### config.mk
export PLATFORM = sky130hd
export DESIGN_NAME = tx_prefill_ctrl
export DESIGN_NICKNAME = d
export VERILOG_FILES = /design/src/rtl/tx_prefill_pkg.sv /design/src/rtl/tx_prefill_lane_sync.sv /design/src/rtl/tx_prefill_settle.sv /design/src/rtl/tx_prefill_fsm.sv /design/src/rtl/tx_prefill_ctrl.sv
export SDC_FILE = /design/constraint.sdc
export NUM_CORES = 1
export LEC_CHECK = 0
export ABC_AREA = 1
export BUFFER_PORTS_ARGS = -buffer_cell sky130_fd_sc_hd__buf_2
export CAP_MARGIN = 20
export CORE_UTILIZATION = 50
export CTS_CLUSTER_DIAMETER = 30
export DETAILED_ROUTE_END_ITERATION = 10
export PLACE_DENSITY = 0.71
export SLEW_MARGIN = 5
export SYNTH_ARGS = -nofsm -noshare
export SYNTH_HDL_FRONTEND = slang
export SYNTH_HIERARCHICAL = 1
export SYNTH_SLANG_ARGS = --single-unit
### constraint.sdc
create_clock -name clk_i -period 1.5 [get_ports clk_i]
set_input_delay 0.225 -clock clk_i [delete_from_list [all_inputs] [get_ports clk_i]]
set_output_delay 0.225 -clock clk_i [all_outputs]
set_load 0.05 [all_outputs]
### src/rtl/tx_prefill_pkg.sv
package tx_prefill_pkg;
  typedef enum logic [2:0] {
    ST_RESET,
    ST_START,
    ST_FILL,
    ST_WAIT_FRAME,
    ST_STOP_VALID,
    ST_CHECK_FULL,
    ST_SETTLE,
    ST_DONE
  } prefill_state_e;
endpackage

### src/rtl/tx_prefill_lane_sync.sv
module tx_prefill_lane_sync #(
  parameter int LANES = 4
) (
  input  logic             clk_i,
  input  logic             rst_ni,
  input  logic [LANES-1:0] full_i,
  input  logic [LANES-1:0] frame_i,
  output logic             all_full_o,
  output logic             any_frame_o
);
  logic [LANES-1:0] full_q;
  logic [LANES-1:0] frame_q;

  always_ff @(posedge clk_i or negedge rst_ni) begin
    if (!rst_ni) begin
      full_q  <= '0;
      frame_q <= '0;
    end else begin
      full_q  <= full_i;
      frame_q <= frame_i;
    end
  end

  assign all_full_o  = &full_q;
  assign any_frame_o = |frame_q;
endmodule

### src/rtl/tx_prefill_settle.sv
module tx_prefill_settle #(
  parameter int CYCLES = 16
) (
  input  logic clk_i,
  input  logic rst_ni,
  input  logic run_i,
  output logic expired_o
);
  localparam int CNT_W = $clog2(CYCLES + 1);
  localparam logic [CNT_W-1:0] LAST = CNT_W'(CYCLES - 1);

  logic [CNT_W-1:0] cnt_q;

  always_ff @(posedge clk_i or negedge rst_ni) begin
    if (!rst_ni) begin
      cnt_q <= '0;
    end else if (!run_i) begin
      cnt_q <= '0;
    end else if (cnt_q != LAST) begin
      cnt_q <= cnt_q + 1'b1;
    end
  end

  assign expired_o = run_i && (cnt_q == LAST);

  // settle window must start from zero on each entry
  p_fresh_window_r6: assert property (@(posedge clk_i) disable iff (!rst_ni)
    (run_i && !$past(run_i)) |-> (cnt_q == '0));
endmodule

### src/rtl/tx_prefill_fsm.sv
module tx_prefill_fsm
  import tx_prefill_pkg::*;
(
  input  logic clk_i,
  input  logic rst_ni,
  input  logic all_full_i,
  input  logic any_frame_i,
  input  logic settle_expired_i,
  output logic valid_on_o,
  output logic burst_on_o,
  output logic settle_run_o,
  output logic done_o
);
  prefill_state_e state_q, state_d;

  always_comb begin
    state_d = state_q;
    unique case (state_q)
      ST_RESET:      state_d = ST_START;
      ST_START:      state_d = ST_FILL;
      ST_FILL:       if (all_full_i) state_d = ST_WAIT_FRAME;
      ST_WAIT_FRAME: if (any_frame_i) state_d = ST_STOP_VALID;
      ST_STOP_VALID: state_d = ST_CHECK_FULL;
      ST_CHECK_FULL: if (all_full_i) state_d = ST_SETTLE;
      ST_SETTLE:     if (settle_expired_i) state_d = ST_DONE;
      ST_DONE:       state_d = ST_DONE;
      default:       state_d = ST_RESET;
    endcase
  end

  always_ff @(posedge clk_i or negedge rst_ni) begin
    if (!rst_ni) state_q <= ST_RESET;
    else         state_q <= state_d;
  end

  assign valid_on_o   = (state_q == ST_FILL) || (state_q == ST_WAIT_FRAME);
  assign settle_run_o = (state_q == ST_SETTLE);
  assign done_o       = (state_q == ST_DONE);
  assign burst_on_o   = (state_q == ST_DONE);

  p_fill_hold_r3: assert property (@(posedge clk_i) disable iff (!rst_ni)
    (valid_on_o && !all_full_i && !any_frame_i) |=> valid_on_o);

  p_frame_drop_r4: assert property (@(posedge clk_i) disable iff (!rst_ni)
    (state_q == ST_WAIT_FRAME && any_frame_i) |=> !valid_on_o);

  p_settle_gated_r6: assert property (@(posedge clk_i) disable iff (!rst_ni)
    $rose(settle_run_o) |-> $past(all_full_i));
endmodule

### src/rtl/tx_prefill_ctrl.sv
module tx_prefill_ctrl #(
  parameter int LANES         = 4,
  parameter int SETTLE_CYCLES = 16
) (
  input  logic             clk_i,
  input  logic             rst_ni,
  input  logic [LANES-1:0] lane_full_i,
  input  logic [LANES-1:0] lane_frame_i,
  output logic [LANES-1:0] burst_en_o,
  output logic [LANES-1:0] data_valid_o,
  output logic             done_o
);
  logic all_full, any_frame;
  logic valid_on, burst_on, settle_run, settle_expired;

  tx_prefill_lane_sync #(.LANES(LANES)) u_sync (
    .clk_i       (clk_i),
    .rst_ni      (rst_ni),
    .full_i      (lane_full_i),
    .frame_i     (lane_frame_i),
    .all_full_o  (all_full),
    .any_frame_o (any_frame)
  );

  tx_prefill_fsm u_fsm (
    .clk_i            (clk_i),
    .rst_ni           (rst_ni),
    .all_full_i       (all_full),
    .any_frame_i      (any_frame),
    .settle_expired_i (settle_expired),
    .valid_on_o       (valid_on),
    .burst_on_o       (burst_on),
    .settle_run_o     (settle_run),
    .done_o           (done_o)
  );

  tx_prefill_settle #(.CYCLES(SETTLE_CYCLES)) u_settle (
    .clk_i     (clk_i),
    .rst_ni    (rst_ni),
    .run_i     (settle_run),
    .expired_o (settle_expired)
  );

  for (genvar l = 0; l < LANES; l++) begin : g_lane_out
    assign data_valid_o[l] = valid_on;
    assign burst_en_o[l]   = burst_on;
  end

  p_done_sticky_r7: assert property (@(posedge clk_i) disable iff (!rst_ni)
    done_o |=> done_o);

  p_no_valid_done_r5: assert property (@(posedge clk_i) disable iff (!rst_ni)
    done_o |-> (data_valid_o == '0));

  p_burst_after_done_r8: assert property (@(posedge clk_i) disable iff (!rst_ni)
    (burst_en_o != '0) |-> done_o);
endmodule

After elaboration in Yosys (flattened, before gate mapping)
Cells that the tools add are included.
Storage, ports and cells
  output and inout bits: 9
  logic and storage cells: 32
  register bits: 16
  memories kept: 0
  bits of input ports: 10
  latch bits: 0
  memory bits (read-only): 0
  RAM bits: 0
Cells by class
  multipliers: 0
  divide/modulo/power cells: 0
  mux-type cells: 7
  reductions and logical operators: 6
  $add $sub $neg: 1
  equal/unequal tests: 14
  shift operators: 0
  bitwise operators: 0
  $lt $le $gt $ge: 0
Operator list (number)
  case mux 3 bit (8 select lines): 1
  equality test 3 bit (second input constant): 4
  2-to-1 mux 3 bit: 4
  2-to-1 mux 5 bit: 2
  != test 2 bit (second input constant): 5
  AND reduction 4 bit: 2
  equality test 3 x 2 -> 1 bit (second input constant): 2
  adder 5 x 1 -> 5 bit (second input constant): 1
  equality test 5 x 4 -> 1 bit (second input constant): 1
  != test 5 x 4 -> 1 bit (second input constant): 1
  OR reduction 4 bit: 1
  equality test 3 x 1 -> 1 bit (second input constant): 1
  logical NOT 3 bit: 1
  logical AND 1 bit: 1
  logical OR 1 bit: 1

Depth between registers and ports, before layout
Gate-level depths: netlist of run 1.
  depth in word-level cells: 4
  depth in mapped cells: 11
  gate-level depth less buffers: 11

Modules after synthesis
Netlist of run 1, hierarchy kept.
Modules (own cells, without submodules)
  tx_prefill_settle: instances 1, cells an instance 32, sequential area each 125.1 um^2, area an instance 264.0 um^2
  tx_prefill_fsm: instances 1, cells an instance 34, sequential area each 75.1 um^2, area an instance 227.7 um^2
  tx_prefill_lane_sync: instances 1, cells an instance 14, sequential area each 200.2 um^2, area an instance 222.7 um^2
  tx_prefill_ctrl: instances 1, cells an instance 8, sequential area each 0.0 um^2, area an instance 60.1 um^2

Worst setup path after synthesis of run 1
OpenSTA, ideal clock, no wires.
  path kind: reg-to-reg
  start point: register u_settle.cnt_q[0]
  end point: register u_fsm.state_q[1]
  required time: 1.383 ns
  setup slack: 0.118 ns
  stages on the path, launching flop included: 11
  period minus slack after synthesis: 1.382 ns
  buffers on the path: 0
  arrival: 1.265 ns
  library setup time: 0.117 ns
  cell sequence: dfrtp_1 > ha_1 > inv_1 > nor2_1 > ha_1 > nand2_2 > inv_2 > inv_1 > nand2_2 > nand4_1 > nand2_1
On the way
  longest elaborated chain between the ends: 4
Ends and longest elaborated chain
  start, declared: RTL line tx_prefill_settle.sv:12  | logic [CNT_W-1:0] cnt_q;
  start signal, assigned: RTL line tx_prefill_settle.sv:20  | cnt_q <= cnt_q + 1'b1;
  equality test 5 x 4 -> 1 bit: RTL line tx_prefill_settle.sv:24  | assign expired_o = run_i && (cnt_q == LAST);
  logical AND 1 bit: RTL line tx_prefill_settle.sv:24
  via settle_expired: RTL line tx_prefill_ctrl.sv:14  | logic valid_on, burst_on, settle_run, settle_expired;
  != test 2 bit (no source line)
  AND reduction 4 bit (no source line)
  end signal, assigned: RTL line tx_prefill_fsm.sv:33  | else state_q <= state_d;
  end, declared: RTL line tx_prefill_fsm.sv:14  | prefill_state_e state_q, state_d;
The timed path passes the listed nets, and every way through them passes these cells.
A chain may end at the register's enable or synchronous reset.

Worst setup path after layout of run 1
Ends and elaborated chain as after synthesis.

==> run summary, run 1 <==
During synthesis, Yosys emitted a total of 6 warnings. The global-route met2 utilization was 0.309. The total wire length after detailed routing came out at 1.20 mm.

The source-to-sink clock delay at the later pin of the worst-skew pair came out at 0.28 ns. Wire length per cell after detailed routing: 9.98 um. Detailed placement finished with a half-perimeter wire length of 844 um. The startpoint of the most critical hold path is lane_frame_i[1].

For the total clock buffers created by CTS, the log shows 3. For the met3 usage in global routing, the log shows 0.0638. Detailed routing inserted a total of 591 vias.

The tools report the overall overflow remaining after global route as 0. The headroom to the max-slew limit is 0.769. The post-synthesis xor/xnor area fraction came out at 0. Sorting the synthesized cells by area gives the leading types as sky130_fd_sc_hd__dfrtp_1 52%, sky130_fd_sc_hd__buf_4 8.7%, sky130_fd_sc_hd__nand2_1 8.2%, sky130_fd_sc_hd__nor2_1 5.8%, sky130_fd_sc_hd__inv_1 5.3%. Fraction of post-synthesis cell area in the top cell type by area: 0.517. The worst path arrival time is 1.62 ns. After clock tree synthesis, the clock-pin slew on the worst setup and hold paths is 0.08 ns.

The aggregate global-route resource usage is 0.185, and the number of maximum-capacitance constraint violations is 0. The compound-gate portion of the synthesized area came out at 0.0533. The worst setup slack before clock tree synthesis is 0.0216 ns, and the fraction of the yosys area taken by sequential cells is 0.517. The type of the tightest min-delay check is primary input to register.

Floorplan row count: 13. Setup repair after global routing could not meet its margin everywhere. The tools report the largest net degree at the start of global routing as 17. The flip-flop cell with the highest count after synthesis is sky130_fd_sc_hd__dfrtp_1. The category of the worst setup path launch point is a register. For the die area, the log shows 0.00171 mm^2. By area, the combinational part of the netlist is dominated by simple AND/OR/NAND/NOR gates. The routed via count divided by cell count was 4.93.

In this run the worst path has a maximum fanout of 4. The per-instance average area after synthesis is 8.80 um^2. The clock period could shrink to 1.45 ns. The die is 41.4 um wide. The number of buffer cells added on primary ports was 18. Share of async-settable or async-resettable flops after synthesis: 1.00. Summed instance area of the synthesized netlist: 774 um^2. The number of global-route vias before repair was 485. In this run, the number of DRC markers left after iteration 0 of detailed routing was 13.

The worst hold path cell count works out to 1. The fraction of synthesized area in multiplexers was 0. In this run the clock root is driven by a sky130_fd_sc_hd__clkbuf_4. For hold timing, the worst endpoint is u_sync/frame_q[1].

The final-report max-slew violation count was 0. The endpoint type of the worst setup path is a register. Counting flops with a built-in enable in the synthesized netlist gives 0.

TritonCTS built the clock tree. The first TritonRoute pass finished after 4 iterations. The hold violation count in the final report is 0, and the weighted congestion reported at the end of routability-driven placement is 0.683. The number of cells on the worst reg-to-reg path is 11. The tools report the final antenna diode count as 0. By startpoint and endpoint, the worst setup path is classified as register to register.

The die is 41.4 um tall. The logs give 120 for the final non-filler cell total and 0 for the number of antenna violations at the first check in global routing. The arithmetic-cell share of the synthesized area counting full adders, half adders and majority gates is 0.0323. The count of nets left with antenna violations once routing finished came out at 0.

The cell count after synthesis came out at 88. The core region is 0.00137 mm^2. The post-route fraction of the period consumed by the critical path works out to 0.965.

The first global-routing pass estimated 1.92 mm of wire. When the netlist entered floorplanning its net count stood at 100. For the pin with the worst max-slew slack, the measured transition is 0.347 ns. Data on the critical path is required at its endpoint by 1.67 ns. After global routing, the most crowded layer is met2. The relative area change from synthesis to final layout came out at 18.6%. The cell accounting for the most synthesized area was sky130_fd_sc_hd__dfrtp_1.

The worst register-to-register path ends at u_fsm/state_q[1]. The maximum number of buffers from clock root to sink came out at 2. Between clock sinks in the finished design, the worst skew comes to 0.00473 ns. The final count of negative-setup-slack endpoints was 0; the number of top-level pins was 19. After synthesis the netlist holds a flip-flop and latch count of 16. Counting every sink on the clock net gives 16.

The worst register-to-register path has a setup slack of 0.05 ns. The worst setup margin is 0.0524 ns. Across the VDD grid, the largest voltage drop is 0.887 mV. The maximum level of the CTS H-tree came out at 1. The number of different library cells used by synthesis comes to 19. In this run the power density over the cells is 1850 mW/mm^2. The commonest cells after synthesis are 17 x sky130_fd_sc_hd__nand2_1, 16 x sky130_fd_sc_hd__dfrtp_1, 12 x sky130_fd_sc_hd__nor2_1.

For this run, design rule violations remaining after detail routing come to 0. The worst register-to-register path begins at u_settle/cnt_q[0]. The area fraction in and, or, nand and nor cells after synthesis came out at 0.252. The run finished with clean final reports.

The placed cell count was 114; the starting utilization of the core area was 0.567. The leakage power of the design is 0.496 nW, and the fraction of final layout cells with drive strength greater than 1 is 0.400. The logs give 0.197 for the met1 capacity usage during global routing and 119 for the final layout net count. Timing-limited maximum frequency: 691 MHz. The tools report the final worst hold slack as 0.0482 ns. By instance count, the leading cell after synthesis is sky130_fd_sc_hd__nand2_1.
==> worst max-delay path, cell delays in order (launching register included) <==
cell,delay (ns)
sky130_fd_sc_hd__dfrtp_1,0.37
sky130_fd_sc_hd__ha_2,0.19
sky130_fd_sc_hd__inv_2,0.04
sky130_fd_sc_hd__nor2_2,0.08
sky130_fd_sc_hd__ha_2,0.20
sky130_fd_sc_hd__nand2_2,0.06
sky130_fd_sc_hd__inv_2,0.08
sky130_fd_sc_hd__inv_2,0.05
sky130_fd_sc_hd__nand2_4,0.07
sky130_fd_sc_hd__nand3_2,0.08
sky130_fd_sc_hd__nand2_1,0.07
sky130_fd_sc_hd__nand2_1,0.04
==> what timing repair did <==
action	CTS	global route
endpoints found under the setup margin	6	13
hold endpoints to repair	16	0
resized for setup	8	9
pin swaps	0	5
hold buffers	1	0
setup buffers	1	1
==> layout by cell type, fill, tap and decap left out <==
master,count
sky130_fd_sc_hd__a21boi_0,1
sky130_fd_sc_hd__a21oi_1,2
sky130_fd_sc_hd__buf_2,13
sky130_fd_sc_hd__buf_4,8
sky130_fd_sc_hd__buf_6,1
sky130_fd_sc_hd__clkbuf_4,3
sky130_fd_sc_hd__dfrtp_1,13
sky130_fd_sc_hd__dfrtp_2,3
sky130_fd_sc_hd__dlygate4sd3_1,1
sky130_fd_sc_hd__ha_2,2
sky130_fd_sc_hd__inv_1,9
sky130_fd_sc_hd__inv_2,3
sky130_fd_sc_hd__nand2_1,17
sky130_fd_sc_hd__nand2_2,2
sky130_fd_sc_hd__nand2_4,2
sky130_fd_sc_hd__nand3_1,3
sky130_fd_sc_hd__nand3_2,1
sky130_fd_sc_hd__nand4_1,3
sky130_fd_sc_hd__nor2_1,10
sky130_fd_sc_hd__nor2_2,3
sky130_fd_sc_hd__nor2_4,1
sky130_fd_sc_hd__o21ai_0,1
sky130_fd_sc_hd__o21ai_1,1
sky130_fd_sc_hd__o21bai_1,1
sky130_fd_sc_hd__o22ai_1,1
==> metal layers <==
metal	up-vias	wire [um]	part of all wire
met2	21	585	0.49
met3	4	70	0.058
met1	268	518	0.43
li1	298	-	-
met5	-	0	0
met4	0	22	0.018
==> power breakdown <==
part           total (W)  leakage, nW  switching (W)  internal [W]
Combinational   0.000931        0.291       0.000619      0.000312
Clock           0.000209       0.0138       0.000116     0.0000930
Sequential      0.000560        0.191      0.0000623      0.000498
==> worst max path at each step <==
| stage | start | to | slack [ns] | cells past startpoint |
|---|---|---|---|---|
| 2_1_floorplan | u_settle/cnt_q[0] | u_fsm/state_q[1] | 0.12 | 10 |
| 3_3_place_gp | u_settle/cnt_q[0] | u_fsm/state_q[0] | 0.05 | 11 |
| 3_5_place_dp | u_settle/cnt_q[1] | u_fsm/state_q[0] | 0.02 | 11 |
| 4_1_cts | u_settle/cnt_q[0] | u_fsm/state_q[0] | 0.001 | 11 |
| 5_1_grt | u_fsm/state_q[2] | data_valid_o[2] | -0.05 | 2 |
| 6_report | u_settle/cnt_q[0] | u_fsm/state_q[1] | 0.05 | 11 |
==> per-stage QoR <==
step	instance area [um^2]	total power, W	TNS, ns	util
final	918	0.00170	0	0.672
after global routing	918	0.00183	-0.232	0.672
after CTS	890	0.00166	0	0.651
after detailed placement	831	0.00137	0	0.608
after global placement	831	0.00135	0	0.608
after floorplan	774	0.00130	0	-
==> layout make-up <==
cell class / count / area, um^2
fillers: 115 / 448
flip-flops and latches: 16 / 404
well taps: 15 / 18.8
repair buffers: 23 / 146
clock buffers: 3 / 22.5
inverters: 12 / 45.0
multi-input cells: 51 / 282
==> sequential cells by signal, indices dropped and copies added (netlist names) <==
| name | flops |
|---|---|
| u_sync/frame_q | 4 |
| u_settle/cnt_q | 5 |
| u_fsm/state_q | 3 |
| u_sync/full_q | 4 |
==> kinds of logic after synthesis <==
kind of cell / Yosys count
adders and majority gates: 2
buffers and inverters: 21
and+or+nand+nor: 42
DFF: 16
AOI/OAI and AO/OA: 7
Note: power is estimated with default switching activity, not from simulation.
==> inputs of run 2 (changes only) <==
--- a/config.mk
+++ b/config.mk
@@ -5,10 +5,9 @@
 export SDC_FILE = /design/constraint.sdc
 export NUM_CORES = 1
 export LEC_CHECK = 0
-export ABC_AREA = 1
 export BUFFER_PORTS_ARGS = -buffer_cell sky130_fd_sc_hd__buf_2
 export CAP_MARGIN = 20
-export CORE_UTILIZATION = 50
+export CORE_UTILIZATION = 49
 export CTS_CLUSTER_DIAMETER = 30
 export DETAILED_ROUTE_END_ITERATION = 10
 export PLACE_DENSITY = 0.71
==> run summary, run 2 <==
The critical setup path kind was register to register. Setup repair after global routing could not meet its margin everywhere. The placeable core region came out at 0.00135 mm^2 (-1.2%). The worst vdd rail ir drop is 0.997 mV (+12%).

The count of flip-flops with a built-in enable after synthesis works out to 0 (unchanged). The tools report the hold violation count in the final report as 0 (unchanged). The total power consumption of the routed design is 0.00116 W (-32%), and the weighted congestion reported at the end of routability-driven placement is 0.614 (-10%). The run gives 0.235 (+0.112) as the clock share of power. The DRC violation count after routing is 0 (unchanged). The maximum number of buffers from clock root to sink was 2 (unchanged). The setup skew after layout came out at 0.00938 ns (+0.00465 ns).

The power share of the sequential group is 0.419 (+0.089), and the per-instance average area after synthesis is 12.4 um^2 (+41%). The final antenna diode count is 0 (unchanged), and the power per unit of standard cell area is 1280 mW/mm^2 (-31%). The detailed placer's ending HPWL is 718 um (-15%). The number of clock sinks seen by CTS came out at 16 (unchanged). The fraction of post-synthesis cell area in the top cell type by area is 0.548 (+0.0310). Most common cell in the netlist: sky130_fd_sc_hd__dfrtp_1. The clock-pin slew reported for the worst setup and hold paths after clock tree synthesis was 0.09 ns (about the same); the die area was 0.00165 mm^2 (-3.5%). The routed via count divided by cell count was 4.93 (+0.20%); the share of async-settable or async-resettable flops after synthesis was 1.00 (unchanged). The worst setup path is captured at a register. The number of antenna-violating nets in the routed design came out at 0 (unchanged). Required arrival time at the worst endpoint: 1.68 ns (about the same). TritonCTS built the clock tree. The logs give 0.347 (-0.201) for the relative contribution of combinational cells to total power and 1.66 ns (+0.04 ns) for the worst path arrival time. After synthesis, the most frequently instantiated cells are 16 x sky130_fd_sc_hd__dfrtp_1, 9 x sky130_fd_sc_hd__buf_4, 6 x sky130_fd_sc_hd__and2_1. The tools report the cell count after synthesis as 59 (-33%). u_settle/cnt_q holds more flip-flops than any other register. The flip-flop and latch count after synthesis is 16 (unchanged), and the worst hold path cell count is 1 (unchanged).

The total via count after detailed routing is 454 (-23%). The library cells used most frequently in the layout, excluding fill and tap cells, are 14 x sky130_fd_sc_hd__dfrtp_1, 12 x sky130_fd_sc_hd__clkbuf_4, 9 x sky130_fd_sc_hd__buf_2. The run finished with clean final reports. The number of top-level pins is 19 (unchanged), and the detailed-routing wirelength on met1 is 442 um (-15%).

For the final non-filler cell total, the log shows 92 (-23%). The category of the worst setup path launch point was a register. By area the synthesized netlist is led by sky130_fd_sc_hd__dfrtp_1 55%, sky130_fd_sc_hd__buf_4 9.2%, sky130_fd_sc_hd__and2_1 5.1%, sky130_fd_sc_hd__xnor2_1 3.6%, sky130_fd_sc_hd__ha_1 3.4%. The number of antenna violations at the first check in global routing was 0 (unchanged). The total clock buffers created by CTS is 3 (unchanged). Slew of the pin with the lowest slew margin: 0.338 ns (-0.00895 ns). For the switching component of the power, the log shows 0.000417 W (-48%). Number of filler cells placed in the layout: 109 (-5.2%).

The tools report the launch instance of the worst register-to-register path as u_settle/cnt_q[0]. The logs give 676 MHz (-2.2%) for the timing-limited maximum frequency and 84 (-26%) for the placed cell count. Floorplan row count: 13 (unchanged). The maximum level of the CTS H-tree is 1 (unchanged). The final-report max-slew violation count was 0 (unchanged); the floorplan die width was 40.6 um (-1.8%). The tools report the starting utilization of the core area as 0.541 (-0.0256). The leakage power of the design is 0.461 nW (-7.0%), and the final count of negative-setup-slack endpoints is 0 (unchanged).

The most common cell after layout, fill and taps aside is sky130_fd_sc_hd__dfrtp_1. The die outline height was 40.6 um (-1.8%). The run gives 0 (unchanged) as the number of maximum-capacitance constraint violations. The run gives 71 (-29%) as the net count of the mapped netlist. The run gives 480 um (-18%) as the total length of routed met2 wires. Clock tree synthesis selected as its root buffer the cell sky130_fd_sc_hd__clkbuf_4. The area growth from synthesis to layout is 23.3%. The fraction of final layout cells with drive strength greater than 1 is 0.468 (+0.0675), and the total wire length after detailed routing is 1.01 mm (-16%). After detailed routing, no signal wire sits above met4. The logs give 731 um^2 (-5.7%) for the summed instance area of the synthesized netlist and 0 (unchanged) for the overall overflow remaining after global route. The slack of the worst reg-to-reg path is 0.02 ns (-0.03 ns), and the flip-flop count of the largest register, all copies and words added is 5 (unchanged).

The startpoint identified for the worst hold timing path is lane_full_i[2]. For the headroom to the max-slew limit, the log shows 0.775 (+0.00596). In this run the critical register-to-register path is captured at u_settle/cnt_q[3]. The run gives 0 ns (unchanged) as the setup TNS. The flip-flop cell with the highest count after synthesis is sky130_fd_sc_hd__dfrtp_1. The maximum fanout encountered on the critical timing path is 7 (+3), and the initial detailed-routing violation count is 4 (-9).

The run gives 17 (unchanged) as the largest net degree at the start of global routing. The path with the worst hold slack has its endpoint at u_sync/full_q[2]. The tools report the routed length on met3 as 69 um (-1.4%). The fraction of the yosys area taken by sequential cells is 0.548 (+0.0310), and the net switching share of the total power is 0.361 (-0.108). Worst reg-to-reg path cell count: 6 (-5). For the global-route wire length before repair, the log shows 1.53 mm (-20%).

The post-route fraction of the period consumed by the critical path was 0.986 (+0.0212); the aggregate global-route resource usage was 0.156 (-0.0288). The minimum period implied by the final worst setup slack came out at 1.48 ns (+0.0318 ns). Number of buffer cells added on primary ports: 18 (unchanged). The core occupancy in the finished layout was 0.667 (-0.00488); the number of distinct library cells after synthesis was 22 (+3). For the source-to-sink clock delay at the later pin of the worst-skew pair, the log shows 0.28 ns (about the same).

The type of the tightest min-delay check is primary input to register. The largest registers in the layout are u_settle/cnt_q (5), u_sync/frame_q (4), u_sync/full_q (4). For the internal power of the cells, the log shows 0.000738 W (-18%). The largest total area in the synthesized netlist belongs to sky130_fd_sc_hd__dfrtp_1. The wire length per cell after detailed routing was 10.9 um (+9.7%); the count of yosys warnings during synthesis was 6 (unchanged). The logs give 361 (-26%) for the number of global-route vias before repair and 2 (-2) for the total iterations of the first detailed-routing run.

Final layout net count: 90 (-24%).
-- run 2: cell count changes in the layout (fill, tap and decap cells not counted), moves of 3 or more --
cell	before	now
sky130_fd_sc_hd__and2_1	0	6
sky130_fd_sc_hd__nand2_1	17	1
sky130_fd_sc_hd__buf_4	8	5
sky130_fd_sc_hd__nand4_1	3	0
sky130_fd_sc_hd__nor2_1	10	0
sky130_fd_sc_hd__buf_2	13	9
sky130_fd_sc_hd__inv_1	9	2
sky130_fd_sc_hd__nor2_2	3	0
sky130_fd_sc_hd__inv_2	3	0
sky130_fd_sc_hd__clkbuf_4	3	12
-- run 2: power groups by stage --
stage | Clock (W) | Combinational [W] | Sequential [W]
4_1_cts | 0.000285 | 0.000362 | 0.000483
6_report | 0.000271 | 0.000400 | 0.000483
3_3_place_gp | 0 | 0.000358 | 0.000490
5_1_grt | 0.000301 | 0.000435 | 0.000488
3_5_place_dp | 0 | 0.000359 | 0.000491
2_1_floorplan | 0 | 0.000343 | 0.000491
-- run 2: stage by stage --
step	worst slack, ns	instance area, um^2	hold WS [ns]
global route	-0.0246	901	0.0278
CTS	-0.00873	842	0.0411
finish	0.0205	901	0.0516
global placement	0.0715	796	0.146
floorplan	-0.0538	751	-0.0706
detailed placement	0.0419	796	0.149
-- run 2: critical path: stages (launching register included) --
cell and delay, ns:
sky130_fd_sc_hd__dfrtp_1 0.39, sky130_fd_sc_hd__ha_2 0.19, sky130_fd_sc_hd__and3_4 0.18, sky130_fd_sc_hd__ha_4 0.17
sky130_fd_sc_hd__nand4b_4 0.18, sky130_fd_sc_hd__xnor2_2 0.14, sky130_fd_sc_hd__and2_1 0.13
-- run 2: how the worst max path moves through the flow --
stage                      startpoint                end  slack [ns]  depth (start not counted)
floorplan           u_settle/cnt_q[0]  u_settle/cnt_q[3]       -0.05                          7
finish              u_settle/cnt_q[0]  u_settle/cnt_q[3]        0.02                          6
global placement    u_settle/cnt_q[1]  u_settle/cnt_q[2]        0.07                          6
CTS                  u_fsm/state_q[2]      burst_en_o[0]      -0.009                          2
global route        u_settle/cnt_q[0]  u_settle/cnt_q[3]       -0.02                          6
detailed placement  u_settle/cnt_q[1]  u_settle/cnt_q[3]        0.04                          6
-- run 2: final cells by class --
| class | count | area, um^2 | share of cell area |
|---|---|---|---|
| timing repair buffer | 24 | 160 | 0.178 |
| inverter | 2 | 7.51 | 0.00833 |
| multi-input combinational | 31 | 275 | 0.306 |
| sequential | 16 | 403 | 0.447 |
| tap | 15 | 18.8 | 0.0208 |
| clock buffer | 4 | 36.3 | 0.0403 |
-- run 2: logic make-up after synthesis --
group	synth area share
AOI/OAI and AO/OA	0.0480
muxes	0.0274
and+or+nand+nor	0.188
adders and majority gates	0.0342
DFF	0.548
buffers and inverters	0.118
xor gates and xnor gates	0.0360
-- run 2: layer usage --
metal	track usage	vias to the layer above
li1	-	226
met1	0.180	206
met2	0.238	20
met3	0.0815	2
met4	0.0750	0
met5	0	-
-- run 2: what timing repair did --
item / 4_1_cts / 5_1_grt
hold buffers: 1 / 0
setup endpoints to repair: 5 / 12
resized for setup: 0 / 14
gates cloned: 0 / 0
setup buffers: 0 / 3
hold endpoints to repair: 16 / 0
pin swaps: 0 / 2
==> inputs of run 3 (changes only) <==
--- a/config.mk
+++ b/config.mk
@@ -11,6 +11,8 @@
 export CTS_CLUSTER_DIAMETER = 30
 export DETAILED_ROUTE_END_ITERATION = 10
 export PLACE_DENSITY = 0.71
+export RECOVER_POWER = 25
+export SKIP_CTS_REPAIR_TIMING = 1
 export SLEW_MARGIN = 5
 export SYNTH_ARGS = -nofsm -noshare
 export SYNTH_HDL_FRONTEND = slang
==> run summary, run 3 (synthesized netlist as in run 2, its figures left out) <==
The endpoint of the lowest-slack register-to-register path was u_settle/cnt_q[3]. In the layout the commonest cells are 14 x sky130_fd_sc_hd__dfrtp_1, 12 x sky130_fd_sc_hd__clkbuf_4, 9 x sky130_fd_sc_hd__buf_2. The run finished with clean final reports. The maximum single-stage delay on the critical path works out to 0.39 ns (about the same). The total via count after detailed routing was 454 (unchanged). The wire length per cell after detailed routing was 10.9 um (unchanged); the initial detailed-routing violation count was 4 (unchanged). CTS placed an instance of sky130_fd_sc_hd__clkbuf_4 at the clock tree root. The slowest stage of the critical path belongs to the cell sky130_fd_sc_hd__dfrtp_1. The slack of the worst reg-to-reg path is 0.02 ns (about the same), and the final layout net count is 90 (unchanged).

The placed cell count is 84 (unchanged), and the global-route wire length before repair is 1.50 mm (-2.2%). The floorplan row count came out at 13 (unchanged). TritonCTS built the clock tree. The worst setup path is of the register to register kind. The worst hold path begins at lane_full_i[2]. The power per unit of standard cell area is 1280 mW/mm^2 (unchanged), and the number of clock sinks seen by CTS is 16 (unchanged). The logs give 3 (unchanged) for the total clock buffers created by CTS and 1.66 ns (about the same) for the worst path arrival time. The die outline height was 40.6 um (unchanged); the number of antenna violations at the first check in global routing was 0 (unchanged). The fraction of final layout cells with drive strength greater than 1 is 0.468 (unchanged). The maximum fanout encountered on the critical timing path was 7 (unchanged); the placeable core region was 0.00135 mm^2 (unchanged). The floorplan die width came out at 40.6 um (unchanged).

The relative area change from synthesis to final layout works out to 23.3% (unchanged). The type of the tightest min-delay check was primary input to register. Category of the worst setup path launch point: a register. The number of buffer and inverter stages on the critical path was 0 (unchanged).

The starting utilization of the core area was 0.541 (unchanged). For the maximum level of the CTS H-tree, the log shows 1 (unchanged). Number of buffer cells added on primary ports: 18 (unchanged). The worst hold path cell count was 1 (unchanged); the setup skew after layout was 0.00938 ns (unchanged). Setup repair after global routing could not meet its margin everywhere. The tools report the final non-filler cell total as 92 (unchanged). The register bank with the most flops is u_settle/cnt_q.

The timing-limited maximum frequency is 676 MHz (unchanged). The run gives 0.775 (unchanged) as the headroom to the max-slew limit. The DRC violation count after routing is 0 (unchanged). The number of maximum-capacitance constraint violations was 0 (unchanged). The tools report the hold path endpoint as u_sync/full_q[2]. The minimum period implied by the final worst setup slack works out to 1.48 ns (unchanged). The tools report the aggregate global-route resource usage as 0.153 (-0.00350). The critical path goes through ha_2 -> and3_4 -> ha_4 -> nand4b_4 -> xnor2_2 -> and2_1.

The logs give 0 ns (unchanged) for the setup TNS and 0.00165 mm^2 (unchanged) for the die area. The run gives 0.667 (unchanged) as the core occupancy in the finished layout. Hold violation count in the final report: 0 (unchanged). The total iterations of the first detailed-routing run was 2 (unchanged). The post-route fraction of the period consumed by the critical path was 0.986 (unchanged). The number of top-level pins came out at 19 (unchanged). The number of global-route vias before repair is 357 (-1.1%). The worst vdd rail ir drop is 0.997 mV (unchanged). The source-to-sink clock delay at the later pin of the worst-skew pair is 0.28 ns (about the same), and the flip-flop count of the largest register, all copies and words added is 5 (unchanged).

The tools report the weighted congestion reported at the end of routability-driven placement as 0.614 (unchanged). The overall overflow remaining after global route is 0 (unchanged). Slew of the pin with the lowest slew margin: 0.338 ns (unchanged). The leakage power of the design came out at 0.461 nW (unchanged). The tools report the total wire length after detailed routing as 1.01 mm (unchanged). Maximum number of buffers from clock root to sink: 2 (unchanged). The run gives 0 (unchanged) as the final count of negative-setup-slack endpoints. The number of antenna-violating nets in the routed design is 0 (unchanged), and the clock-pin slew reported for the worst setup and hold paths after clock tree synthesis is 0.09 ns (about the same). The final-report max-slew violation count was 0 (unchanged); the worst reg-to-reg path cell count was 6 (unchanged). The detailed placer's ending HPWL is 718 um (unchanged). The startpoint identified for the worst register-to-register timing path is u_settle/cnt_q[0]. The run gives 17 (unchanged) as the largest net degree at the start of global routing. The routed via count divided by cell count was 4.93 (unchanged); the required arrival time at the worst endpoint was 1.68 ns (about the same). The kind of cell with the highest combined delay along the critical path is simple AND/OR/NAND/NOR gates.

For the final antenna diode count, the log shows 0 (unchanged). The library cell used most frequently in the layout, excluding fill and tap cells, is sky130_fd_sc_hd__dfrtp_1. The worst setup path is captured at a register. In the final layout, the registers with the most flip-flops are u_settle/cnt_q (5), u_sync/frame_q (4), u_sync/full_q (4).
## run 3: cell counts in the layout (fill, tap and decap cells not counted)
Identical to the previous run, type by type.
## run 3: per-stage QoR
stage,hold slack (ns),area [um^2],total power [W],setup WS [ns]
after detailed placement,0.149,796,0.000850,0.0419
after floorplan,-0.0706,751,0.000834,-0.0538
final,0.0516,901,0.00116,0.0205
after global routing,0.0278,901,0.00122,-0.0246
after CTS,-0.168,832,0.00113,-0.00873
after global placement,0.146,796,0.000848,0.0715
## run 3: cell type report
type | instances | area (um^2)
fillers | 109 | 449
flip-flops and latches | 16 | 403
multi-input cells | 31 | 275
repair buffers | 24 | 160
clock buffers | 4 | 36.3
well taps | 15 | 18.8
inverters | 2 | 7.51
## run 3: where the power goes
part           total (W)  internal [W]  switching (W)
Combinational   0.000400      0.000129       0.000271
Sequential      0.000483      0.000461      0.0000223
Clock           0.000271      0.000148       0.000124
## run 3: worst max-delay path by stage
stage / to / start / slack [ns] / cells past startpoint
after floorplan: u_settle/cnt_q[3] / u_settle/cnt_q[0] / -0.05 / 7
after global placement: u_settle/cnt_q[2] / u_settle/cnt_q[1] / 0.07 / 6
after detailed placement: u_settle/cnt_q[3] / u_settle/cnt_q[1] / 0.04 / 6
after CTS: burst_en_o[0] / u_fsm/state_q[2] / -0.009 / 2
after global routing: u_settle/cnt_q[3] / u_settle/cnt_q[0] / -0.02 / 6
final: u_settle/cnt_q[3] / u_settle/cnt_q[0] / 0.02 / 6
## run 3: metal layers
metal | up-vias | share of wire | GRT usage
li1 | 226 | - | -
met2 | 20 | 0.48 | 0.230
met3 | 2 | 0.069 | 0.0815
met1 | 206 | 0.44 | 0.176
met5 | - | 0 | 0
met4 | 0 | 0.014 | 0.0750
